==> config.mk <==
export PLATFORM = sky130hd
export DESIGN_NAME = osr_uart_rx
export DESIGN_NICKNAME = d
export VERILOG_FILES = /design/src/rtl/osr_uart_pkg.sv /design/src/rtl/osr_rx_fifo.sv /design/src/rtl/osr_rx_datapath.sv /design/src/rtl/osr_rx_ctrl.sv /design/src/rtl/osr_uart_rx.sv
export SDC_FILE = /design/constraint.sdc
export NUM_CORES = 1
export LEC_CHECK = 0
export ABC_AREA = 1
export ABC_CLOCK_PERIOD_IN_PS = 3250
export BUFFER_PORTS_ARGS = -buffer_cell sky130_fd_sc_hd__buf_2
export CORE_MARGIN = 4
export CORE_UTILIZATION = 45
export CTS_CLUSTER_DIAMETER = 150
export DETAILED_ROUTE_END_ITERATION = 6
export PLACE_DENSITY = 0.63
export SLEW_MARGIN = 40
export SYNTH_ARGS = -nofsm -noshare
export SYNTH_HDL_FRONTEND = slang
export SYNTH_SLANG_ARGS = --single-unit
==> constraint.sdc <==
create_clock -name clk -period 3.25 [get_ports clk]
set_input_delay 0.1625 -clock clk [delete_from_list [all_inputs] [get_ports clk]]
set_output_delay 0.1625 -clock clk [all_outputs]
set_load 0.01 [all_outputs]
==> src/rtl/osr_uart_pkg.sv <==
package osr_uart_pkg;

  typedef enum logic [1:0] {
    RX_IDLE,
    RX_START,
    RX_DATA,
    RX_STOP
  } rx_state_e;

  // strobes from control to datapath
  typedef struct packed {
    logic capVote;   // store current synchronised sample as a vote
    logic shiftIn;   // shift voted bit into the byte register
    logic pushByte;  // write assembled byte into the buffer
    logic stopErr;   // stop bit voted low on this push
    logic flush;     // empty buffer, clear overrun
  } rx_strobe_t;

endpackage

==> src/rtl/osr_rx_fifo.sv <==
module osr_rx_fifo #(
  parameter int DEPTH  = 2,
  parameter int WIDTH  = 9
) (
  input  logic             clk,
  input  logic             rstN,
  input  logic             push,
  input  logic [WIDTH-1:0] wData,
  input  logic             pop,
  input  logic             flush,
  output logic [WIDTH-1:0] head,
  output logic             notEmpty,
  output logic             overrun
);
  localparam int PTR_W = (DEPTH > 1) ? $clog2(DEPTH) : 1;
  localparam int CNT_W = $clog2(DEPTH + 1);

  logic [WIDTH-1:0] mem [DEPTH];
  logic [PTR_W-1:0] wrPtr, rdPtr;
  logic [CNT_W-1:0] level;
  logic isFull, isEmpty, doPush, doPop;

  function automatic logic [PTR_W-1:0] nextPtr(input logic [PTR_W-1:0] p);
    return (p == PTR_W'(DEPTH - 1)) ? '0 : PTR_W'(p + 1'b1);
  endfunction

  assign isFull  = (level == CNT_W'(DEPTH));
  assign isEmpty = (level == '0);
  assign doPop   = pop && !isEmpty;
  assign doPush  = push && (!isFull || doPop);

  always_ff @(posedge clk) begin
    if (doPush && !flush) mem[wrPtr] <= wData;
  end

  always_ff @(posedge clk or negedge rstN) begin
    if (!rstN) begin
      wrPtr   <= '0;
      rdPtr   <= '0;
      level   <= '0;
      overrun <= 1'b0;
    end else if (flush) begin
      wrPtr   <= '0;
      rdPtr   <= '0;
      level   <= '0;
      overrun <= 1'b0;
    end else begin
      if (doPush) wrPtr <= nextPtr(wrPtr);
      if (doPop)  rdPtr <= nextPtr(rdPtr);
      case ({doPush, doPop})
        2'b10:   level <= level + CNT_W'(1);
        2'b01:   level <= level - CNT_W'(1);
        default: level <= level;
      endcase
      if (push && isFull && !doPop) overrun <= 1'b1;
      else if (doPop)               overrun <= 1'b0;
    end
  end

  assign notEmpty = !isEmpty;
  assign head     = isEmpty ? '0 : mem[rdPtr];
endmodule

==> src/rtl/osr_rx_datapath.sv <==
module osr_rx_datapath
  import osr_uart_pkg::*;
#(
  parameter int DATA_W      = 8,
  parameter int FIFO_DEPTH  = 2,
  parameter int SYNC_STAGES = 2
) (
  input  logic              clk,
  input  logic              rstN,
  input  logic              rxdIn,
  input  logic              readStb,
  input  rx_strobe_t        stb,
  output logic              rxS,
  output logic              liveMaj,
  output logic [DATA_W-1:0] rxData,
  output logic              rxReady,
  output logic              frameErr,
  output logic              overrun
);
  localparam int ENTRY_W = DATA_W + 1;

  logic [SYNC_STAGES-1:0] syncQ;
  logic [1:0]             votes;
  logic [DATA_W-1:0]      shiftQ;
  logic [ENTRY_W-1:0]     headEntry;

  // line synchroniser, idle high
  always_ff @(posedge clk or negedge rstN) begin
    if (!rstN) syncQ <= '1;
    else       syncQ <= {syncQ[SYNC_STAGES-2:0], rxdIn};
  end
  assign rxS = syncQ[SYNC_STAGES-1];

  // two stored votes plus the live sample form the majority
  always_ff @(posedge clk or negedge rstN) begin
    if (!rstN)            votes <= 2'b11;
    else if (stb.capVote) votes <= {votes[0], rxS};
  end
  assign liveMaj = (votes[1] & votes[0]) | (votes[1] & rxS) | (votes[0] & rxS);

  // byte assembly, first bit received ends up in bit 0
  always_ff @(posedge clk or negedge rstN) begin
    if (!rstN)            shiftQ <= '0;
    else if (stb.shiftIn) shiftQ <= {liveMaj, shiftQ[DATA_W-1:1]};
  end

  osr_rx_fifo #(
    .DEPTH (FIFO_DEPTH),
    .WIDTH (ENTRY_W)
  ) u_fifo (
    .clk      (clk),
    .rstN     (rstN),
    .push     (stb.pushByte),
    .wData    ({stb.stopErr, shiftQ}),
    .pop      (readStb),
    .flush    (stb.flush),
    .head     (headEntry),
    .notEmpty (rxReady),
    .overrun  (overrun)
  );

  assign rxData   = headEntry[DATA_W-1:0];
  assign frameErr = headEntry[DATA_W];
endmodule

==> src/rtl/osr_rx_ctrl.sv <==
module osr_rx_ctrl
  import osr_uart_pkg::*;
#(
  parameter int OSR_NORM = 16,
  parameter int OSR_DBL  = 8,
  parameter int DATA_W   = 8
) (
  input  logic       clk,
  input  logic       rstN,
  input  logic       sampleTick,
  input  logic       dblSpeed,
  input  logic       rxEnable,
  input  logic       rxS,
  input  logic       liveMaj,
  output rx_strobe_t stb
);
  localparam int CNT_W = $clog2(OSR_NORM + 1);
  localparam int BIT_W = (DATA_W > 1) ? $clog2(DATA_W) : 1;

  rx_state_e        state;
  logic [CNT_W-1:0] cnt, sNext, osr, voteA, voteB, voteLast;
  logic [BIT_W-1:0] bitIdx;
  logic             sawIdle;
  logic             active;

  assign osr      = dblSpeed ? CNT_W'(OSR_DBL) : CNT_W'(OSR_NORM);
  assign voteA    = osr >> 1;
  assign voteB    = voteA + CNT_W'(1);
  assign voteLast = voteA + CNT_W'(2);
  assign sNext    = cnt + CNT_W'(1);
  assign active   = rxEnable && sampleTick && (state != RX_IDLE);

  always_comb begin
    stb       = '0;
    stb.flush = !rxEnable;
    if (active) begin
      stb.capVote = (sNext == voteA) || (sNext == voteB);
      if (sNext == voteLast) begin
        stb.shiftIn  = (state == RX_DATA);
        stb.pushByte = (state == RX_STOP);
        stb.stopErr  = (state == RX_STOP) && !liveMaj;
      end
    end
  end

  always_ff @(posedge clk or negedge rstN) begin
    if (!rstN) begin
      state   <= RX_IDLE;
      cnt     <= '0;
      bitIdx  <= '0;
      sawIdle <= 1'b0;
    end else if (!rxEnable) begin
      state   <= RX_IDLE;
      cnt     <= '0;
      bitIdx  <= '0;
      sawIdle <= 1'b0;
    end else if (sampleTick) begin
      case (state)
        RX_IDLE: begin
          if (rxS) begin
            sawIdle <= 1'b1;
          end else if (sawIdle) begin
            state   <= RX_START;
            cnt     <= CNT_W'(1);
            sawIdle <= 1'b0;
          end
        end
        RX_START: begin
          cnt <= sNext;
          if (sNext == voteLast && liveMaj) begin
            state <= RX_IDLE;
            cnt   <= '0;
          end else if (sNext == osr) begin
            state  <= RX_DATA;
            cnt    <= '0;
            bitIdx <= '0;
          end
        end
        RX_DATA: begin
          cnt <= sNext;
          if (sNext == osr) begin
            cnt <= '0;
            if (bitIdx == BIT_W'(DATA_W - 1)) state <= RX_STOP;
            else                              bitIdx <= bitIdx + BIT_W'(1);
          end
        end
        RX_STOP: begin
          cnt <= sNext;
          if (sNext == voteLast) begin
            state <= RX_IDLE;
            cnt   <= '0;
          end
        end
        default: state <= RX_IDLE;
      endcase
    end
  end
endmodule

==> src/rtl/osr_uart_rx.sv <==
module osr_uart_rx
  import osr_uart_pkg::*;
#(
  parameter int OSR_NORM    = 16,
  parameter int OSR_DBL     = 8,
  parameter int DATA_W      = 8,
  parameter int FIFO_DEPTH  = 2,
  parameter int SYNC_STAGES = 2
) (
  input  logic              clk,
  input  logic              rstN,
  input  logic              rxdIn,
  input  logic              sampleTick,
  input  logic              dblSpeed,
  input  logic              rxEnable,
  input  logic              readStb,
  output logic [DATA_W-1:0] rxData,
  output logic              rxReady,
  output logic              frameErr,
  output logic              overrun
);
  rx_strobe_t stb;
  logic       rxS, liveMaj;

  osr_rx_ctrl #(
    .OSR_NORM (OSR_NORM),
    .OSR_DBL  (OSR_DBL),
    .DATA_W   (DATA_W)
  ) u_ctrl (
    .clk        (clk),
    .rstN       (rstN),
    .sampleTick (sampleTick),
    .dblSpeed   (dblSpeed),
    .rxEnable   (rxEnable),
    .rxS        (rxS),
    .liveMaj    (liveMaj),
    .stb        (stb)
  );

  osr_rx_datapath #(
    .DATA_W      (DATA_W),
    .FIFO_DEPTH  (FIFO_DEPTH),
    .SYNC_STAGES (SYNC_STAGES)
  ) u_dp (
    .clk      (clk),
    .rstN     (rstN),
    .rxdIn    (rxdIn),
    .readStb  (readStb),
    .stb      (stb),
    .rxS      (rxS),
    .liveMaj  (liveMaj),
    .rxData   (rxData),
    .rxReady  (rxReady),
    .frameErr (frameErr),
    .overrun  (overrun)
  );
endmodule

==> results by stage, run 1 <==
Timing:
- Hold is met by approximately 0.19 ns.
- The post-route clock skew is a little over 0.01 ns.
- Setup repair after global routing left no endpoint under its margin.
- The count of endpoints failing hold in the final timing report came to 0.
- For the final routed database, the setup TNS stands at 0 ns.
- Setup violations remaining at the end of the flow were counted as 0.
- The max-slew violation count is 0.
- The measured slew at the worst slew-check pin is slightly above 0.7 ns.
- The clock period minus final worst setup slack is ~2.5 ns.
- Measured against its own limit, the worst slew margin works out to 0.522.
- The part of the cycle the worst path needs is 0.771.
- The maximum clock frequency is approximately 400 MHz.

Place:
- Including well taps, the total number of placed cells is 372.
- The final weighted congestion of routability-driven global placement is between 0.8 and 0.9.
- The area after detailed placement is roughly 0.0026 sq mm.
- The sum of net half-perimeters after detailed placement is between 3000 and 4000 microns.
- The count of input and output buffers is 17.

Yosys:
- After synthesis, the cell types taking the most area are dfrtp_1, edfxtp_1, nand2_1, nand3_1, inv_1.
- For this run, the register share of the synthesized area comes to 0.508.
- The fraction of registers with async set/reset is 0.609.
- Dividing the synthesized area by the synthesized cell count gives roughly 8.5 sq um.
- Summing every instance area after synthesis gives ~0.0025 sq mm.
- The count of state elements after synthesis is 46.
- The gate count of the mapped netlist is between 200 and 300.
- The dominant register cell in the synthesized netlist is dfrtp_1.
- Counting distinct cell types in the post-synthesis netlist gives 38.
- The synthesis warning total is 0.
- The largest area contributor in the synthesized netlist is dfrtp_1.
- Synthesis produced a netlist with a net count of about 300.
- The number of enable flip-flop cells after synthesis is 18.
- Of the post-synthesis cell area, the dominant cell type holds 0.245.

Floorplan:
- The floorplan step defined a die boundary enclosing approximately 0.0067 sq mm.
- The initial standard-cell utilization of the core is 0.471.
- From bottom edge to top edge, the die measures about 80 microns.
- The floorplan has 26 rows.
- The floorplan step defined a core boundary enclosing between 0.005 and 0.006 sq mm.
- The floorplan step set the die width to 81.8 microns.
- The number of placed I/O pins is 18.

CTS:
- Clock-pin slew was measured on the worst setup and hold paths at about 0.090 ns.
- TritonCTS created 5 clock buffers.
- The worst-skew pair later-pin latency is 0.30 ns.
- CTS saw between 40 and 50 sinks.
- In this run the clock root is driven by a clkbuf_8.
- CTS built an H-tree with a depth of 2.
- After clock tree synthesis, the repair step resized 0 gates.
- Counting along the longest clock path gives a buffer depth of 2.
- TritonCTS built the clock tree.

Power and ir drop:
- The leakage power is roughly 1.3 nW.
- The worst voltage drop across the vdd grid is approximately 0.00024 V.
- In this run the power density over the cells is approximately 600 mW/mm^2.
- The total power of the final layout is 1.63 mW.

Cells and area:
- The non-filler instance count after layout is about 380.
- The number of antenna cells inserted is 0.
- In the final layout, the share of cells above drive strength 1 is 0.160.
- The top cell types in the final layout, fill and taps aside, are nand2_1, inv_1, nand3_1, dfrtp_1, nor2_1.
- The net total in the final layout is between 300 and 400.
- The synthesis-to-layout area growth is 11.0%.
- The library cell used most frequently in the layout, excluding fill and tap cells, is nand2_1.
- The final non-filler cell area is 0.00272 sq mm.

Setup path:
- The category of the worst setup path capture point is a register.
- The critical path starts at u_ctrl.cnt[0].
- Data on the critical path is required at its endpoint by about 3.3 ns.
- In this run the critical register-to-register path is launched from u_ctrl.cnt[0].
- The largest fanout on the critical path is 8.
- The worst path arrival time is between 2 and 3 ns.
- The startpoint class of the critical path is a register.
- The critical path start-end classification is reg -> reg.
- In this run the register-to-register setup slack is roughly 0.74 ns.

Drt:
- The first routing iteration left 98 violations.
- In this run the remaining antenna-violating nets after routing total 0.
- The post-detailed-route DRC marker count is 0.
- Summed over all layers, the routed wires come to about 4800 microns.
- The routed length per instance is ~13 microns.
- The total number of vias is 1,929.
- The vias per cell is 5.05.
- The count of TritonRoute iterations in the first routing pass is 4.

Global route:
- Global routing finished with a remaining overflow of 0.
- The initial antenna violation count is 0.
- The first global-routing pass estimated between 8000 and 9000 microns of wire.
- The all-layer global routing usage is 0.163.
- The largest net degree at the start of global routing is 29.
- The via count of the first global-routing pass is ~1,700.

Hold path:
- In this run the worst hold path is classified as in -> reg.
- The hold path startpoint is sampleTick.

Run status:
- The flow ran to the end, and the final reports show no timing, DRC or antenna violations.

Run:
- The number of max-cap violations is 0.
## power by group
group / internal [mW] / switching, mW / leakage, nW
combinational: 0.161 / 0.324 / 0.696
clock: 0.154 / 0.202 / 0.0408
sequential: 0.702 / 0.0858 / 0.544
total: 1.02 / 0.613 / 1.28
## cells in the mapped netlist, drive strengths merged, types with 2 or more instances
library cell,instances
o21ai,16
nand3,26
buf,3
ha,6
dfrtp,24
nand2,93
nand4,8
a31oi,2
nor3,3
nand3b,2
dfstp,4
clkbuf,2
a21oi,14
inv,35
edfxtp,18
nor2,25
xor2,2
## state kept, by name, indices dropped and copies added, names as in the netlist
signal and count:
u_ctrl.bitIdx 3, u_ctrl.cnt 5, u_ctrl.sawIdle 1, u_ctrl.state 2, u_dp.shiftQ 8, u_dp.syncQ 2, u_dp.u_fifo.level 2, u_dp.u_fifo.mem 18
u_dp.u_fifo.overrun 1, u_dp.u_fifo.rdPtr 1, u_dp.u_fifo.wrPtr 1, u_dp.votes 2
## through the flow
stage | setup slack [ns] | utilization
after floorplan | 0.927 | -
after global placement | 0.822 | 0.501
after detailed placement | 0.758 | 0.501
after CTS | 0.734 | 0.523
after global routing | 0.507 | 0.523
final | 0.744 | 0.523
## layer usage
metal  routed length [microns]  share of wire  vias to the layer above  global-route usage
met1                      2250           0.47                      899               0.221
li1                          -              -                      986                   -
met3                       208          0.044                        9              0.0406
met5                         0              0                        -                   0
met2                      2260           0.47                       35               0.258
met4                        64          0.013                        0              0.0465
## kinds of logic (layout without fill, tap and decap cells)
kind of cell    count (synthesis)  count (layout)  share of synthesized area
simple gates                  157             157                      0.293
xor+xnor                        2               2                     0.0102
fa+ha+maj                       7               7                     0.0347
flops                          46              46                      0.508
buf+inv                        41              65                     0.0689
compound gates                 35              35                     0.0847
## final cells by class
| class | count | area [sq um] |
|---|---|---|
| Timing Repair Buffer | 21 | 120 |
| Clock inverter | 3 | 23.8 |
| Multi-Input combinational cell | 201 | 1040 |
| Clock buffer | 5 | 68.8 |
| Fill cell | 490 | 2480 |
| Inverter | 36 | 138 |
| Tap cell | 70 | 87.6 |
| Sequential cell | 46 | 1250 |
## critical path, stage by stage, from the launching register on
cell and delay (ns):
dfrtp_1 0.48, ha_1 0.27, inv_1 0.07, nand2_2 0.08
nand2_2 0.07, xor2_2 0.16, nor2_4 0.20, nand4_4 0.15
nor2_2 0.13, inv_1 0.08, nor2_1 0.31, buf_4 0.22
## final timing paths
| path | end | depth (start not counted) |
|---|---|---|
| hold reg to reg | u_dp.syncQ[1] | 0 |
| min in group asynchronous | u_ctrl.state[1] | 2 |
| setup / recovery | u_dp.u_fifo.mem[1][1] | 11 |
| setup reg to reg | u_dp.u_fifo.mem[1][1] | 11 |
| hold / removal | u_ctrl.sawIdle | 3 |
| max in group asynchronous | u_dp.shiftQ[6] | 2 |
## repair_timing
action	in CTS	in global routing
hold buffers	2	0
endpoints found under the setup margin	0	0
buffers inserted	0	0
hold endpoints to repair	25	0
Note: power is estimated with default switching activity, not from simulation.
==> run 2, diff against run 1 <==
Settings changed: ABC_CLOCK_PERIOD_IN_PS 3250 to 2100, PLACE_DENSITY 0.63 to 0.66.
Clock period 3.25 ns to 2.1 ns, I/O delays scaled along.
==> run 2 against run 1 <==
Sequential cell count is the same. Highest routed layer unchanged. Combinational power grew 77%. Final cell count grew 3.1%. Die area is the same. Clock power grew 56%. Register-to-register slack lost 0.61 ns. Wire length grew 0.13%. Critical endpoint is now u_dp.u_fifo.mem[0][6]. Final area grew 6.1%. Non-clock buffer count grew 12. Hold slack lost 0.049 ns.
==> results by stage, run 2 (synthesis results as in run 1) <==
Cells and area:
- The fraction of final layout cells with drive strength greater than 1 came to 0.213 (+0.0527).
- The filler cell count in the final layout is 488 (-0.41%).
- The flip-flop count of the largest register after layout is 18 (unchanged).
- The final non-filler cell area came to 0.00289 sq mm (+6.1%).
- The top cell types in the final layout, fill and taps aside, are nand2_1, inv_1, nand3_1.
- The number of antenna cells inserted is 0 (unchanged).
- The most common cell after layout, fill and taps aside is nand2_1.
- The synthesis-to-layout area growth is 17.7%.
- Ranked by flip-flop count, first place goes to u_dp.u_fifo.mem.
- The net total in the final layout is 336 (+3.7%).
- In the final layout, the registers with the most flip-flops are u_dp.u_fifo.mem: 18 flops, u_dp.shiftQ: 8 flops, u_ctrl.cnt: 5 flops.
- The core occupancy in the finished layout is 0.555 (+0.0317).

Setup path:
- The biggest cell delay along the critical path is 0.42 ns (-0.06 ns).
- The critical path in this run is classified as reg -> reg.
- The slowest stage of the critical path belongs to the cell dfrtp_1.
- The signal on the critical path passes through buf_4, nand3_1, nand2_1, nand3_1, nand2_1, nor2_4, nand4_4, nor2_4, inv_2, nor2_2, buf_12.
- The worst path arrival time is 1.98 ns (-0.54 ns).
- The worst endpoint required time came to 2.12 ns (-1.15 ns).
- The category of the worst setup path capture point is a register.
- The worst setup path is launched from a register.
- The largest fanout on the critical path is 9 (+1).

Hold path:
- The path class of the lowest-slack min-delay path is in -> reg.

Timing:
- The number of setup violations in the final report is 0 (unchanged).
- The post-route clock skew is 0.00934 ns (-0.000824 ns).
- The worst slew margin relative to its limit was 0.559 (+0.0369).
- The part of the cycle the worst path needs was 0.934 (+0.164).
- The count of endpoints failing hold in the final timing report is 0 (unchanged).
- The least setup slack across all paths after layout is 0.138 ns (-0.607 ns).
- Setup repair after global routing left no endpoint under its margin.
- The measured slew at the worst slew-check pin is 0.662 ns (-0.0526 ns).
- The max-slew violation count is 0 (unchanged).
- The maximum clock frequency was 510 MHz (+28%).
- The clock period minus final worst setup slack is 1.96 ns (-0.543 ns).

Power and ir drop:
- The power per unit of standard cell area came to 905 mW/mm^2 (+51%).
- The leakage power is 1.34 nW (+5.0%).
- The worst voltage drop across the vdd grid is 0.000513 V (+120%).

Drt:
- The routed length per instance was 12.1 microns (-2.9%).
- The vias per cell is 4.95 (-1.9%).
- The number of DRC violations after detailed-routing iteration 0 is 94 (-4.1%).
- The number of antenna-violating nets in the routed design is 0 (unchanged).
- The post-detailed-route DRC marker count is 0 (unchanged).
- The total number of vias came to 1,951 (+1.1%).
- The count of TritonRoute iterations in the first routing pass was 4 (unchanged).
- The detailed-route wire length is 4780 microns (+0.13%).

Global route:
- The residual overflow from global routing is 0 (unchanged).
- The met1 track demand over resource is 0.208 (-0.0135).
- The all-layer global routing usage is 0.161 (-0.00218).
- The met3 track demand over resource is 0.0395 (-0.00110).
- The initial antenna violation count is 0 (unchanged).
- met2 is the most crowded layer.
- The via count of the first global-routing pass came to 1,835 (+5.9%).
- The wire length of the first global-routing pass is 8250 microns (-0.34%).
- The largest net degree at the start of global routing is 29 (unchanged).
- The met2 track utilization from global routing came to 0.262 (+0.00323).

Floorplan:
- The number of placed I/O pins was 18 (unchanged).
- The width of the die is 81.8 microns (unchanged).
- The placeable core area is 0.00520 sq mm (unchanged).
- The full die area was 0.00669 sq mm (unchanged).
- The cell row count is 26 (unchanged).
- The initial standard-cell utilization of the core is 0.471 (unchanged).
- The floorplan die height is 81.8 microns (unchanged).

Place:
- The final weighted congestion of routability-driven global placement is 0.889 (+3.6%).
- The post-place setup slack was 0.0312 ns (-0.727 ns).
- The area after detailed placement is 0.00270 sq mm (+3.5%).
- The sum of net half-perimeters after detailed placement is 3480 microns (-0.55%).
- The count of input and output buffers is 17 (unchanged).

CTS:
- The CTS tree is built.
- The buffer levels on the longest clock path is 2 (unchanged).
- The count of clock tree sinks is 46 (unchanged).
- The clock transition at the register clock pins on the worst setup and hold paths after CTS is 0.10 ns (about the same).
- The clock tree root buffer cell is clkbuf_8.
- The total CTS buffers was 5 (unchanged).
- The number of H-tree levels is 2 (unchanged).
- The worst-skew pair later-pin latency came to 0.30 ns (about the same).

Run status:
- The run finished with clean final reports.

Run:
- The number of max-cap violations came to 0 (unchanged).
-- run 2: critical path: cells and delay by family, from the launching register on --
family	cells	cell delay, ns
flip-flops	1	0.42
AND/OR/NAND/NOR	8	0.89
buffers and inverters	3	0.37
-- run 2: area by class of cell --
type / count / area (sq um) / share of cell area
flip-flops and latches: 46 / 1250 / 0.432
well taps: 70 / 87.6 / 0.0303
inverters: 36 / 138 / 0.0477
multi-input cells: 201 / 1090 / 0.376
clock inverters: 3 / 23.8 / 0.00824
repair buffers: 33 / 235 / 0.0815
clock buffers: 5 / 68.8 / 0.0238
-- run 2: repair_timing --
item                                   4_1_cts  5_1_grt
endpoints found under the hold margin       25        0
hold buffers                                 2        0
gates resized for setup                      0        9
setup endpoints to repair                    0       24
buffers inserted                             0        4
-- run 2: power breakdown --
group          total (mW)  switching [mW]  internal, mW  leakage (nW)
registers            1.20           0.112          1.09         0.542
logic               0.860           0.545         0.315         0.761
clock network       0.554           0.316         0.238        0.0408
-- run 2: per-layer routing --
layer	wire length, microns	up-vias
met3	203	9
met5	0	-
met2	2160	35
met1	2340	901
met4	82	0
li1	-	1006
-- run 2: final timing paths --
kind / startpoint / end / slack, ns / depth (start not counted)
worst max-delay path: u_ctrl.cnt[1] / u_dp.u_fifo.mem[0][6] / 0.14 / 11
worst min-delay path: sampleTick / u_ctrl.sawIdle / 0.14 / 3
worst max register to register: u_ctrl.cnt[1] / u_dp.u_fifo.mem[0][6] / 0.14 / 11
worst min register to register: u_dp.syncQ[0] / u_dp.syncQ[1] / 0.36 / 0
max in group asynchronous: rstN / u_ctrl.cnt[2] / 1.27 / 2
min in group asynchronous: rstN / u_ctrl.state[1] / 0.36 / 2
-- run 2: through the flow --
step / power [mW] / instances / TNS (ns) / hold WS [ns]
3_3_place_gp: 2.01 / 380 / 0 / 0.177
2_1_floorplan: 1.77 / 288 / -1.24 / -0.191
4_1_cts: 2.59 / 390 / 0 / 0.129
5_1_grt: 2.83 / 394 / 0 / 0.127
3_5_place_dp: 2.03 / 380 / 0 / 0.173
6_report: 2.61 / 394 / 0 / 0.143
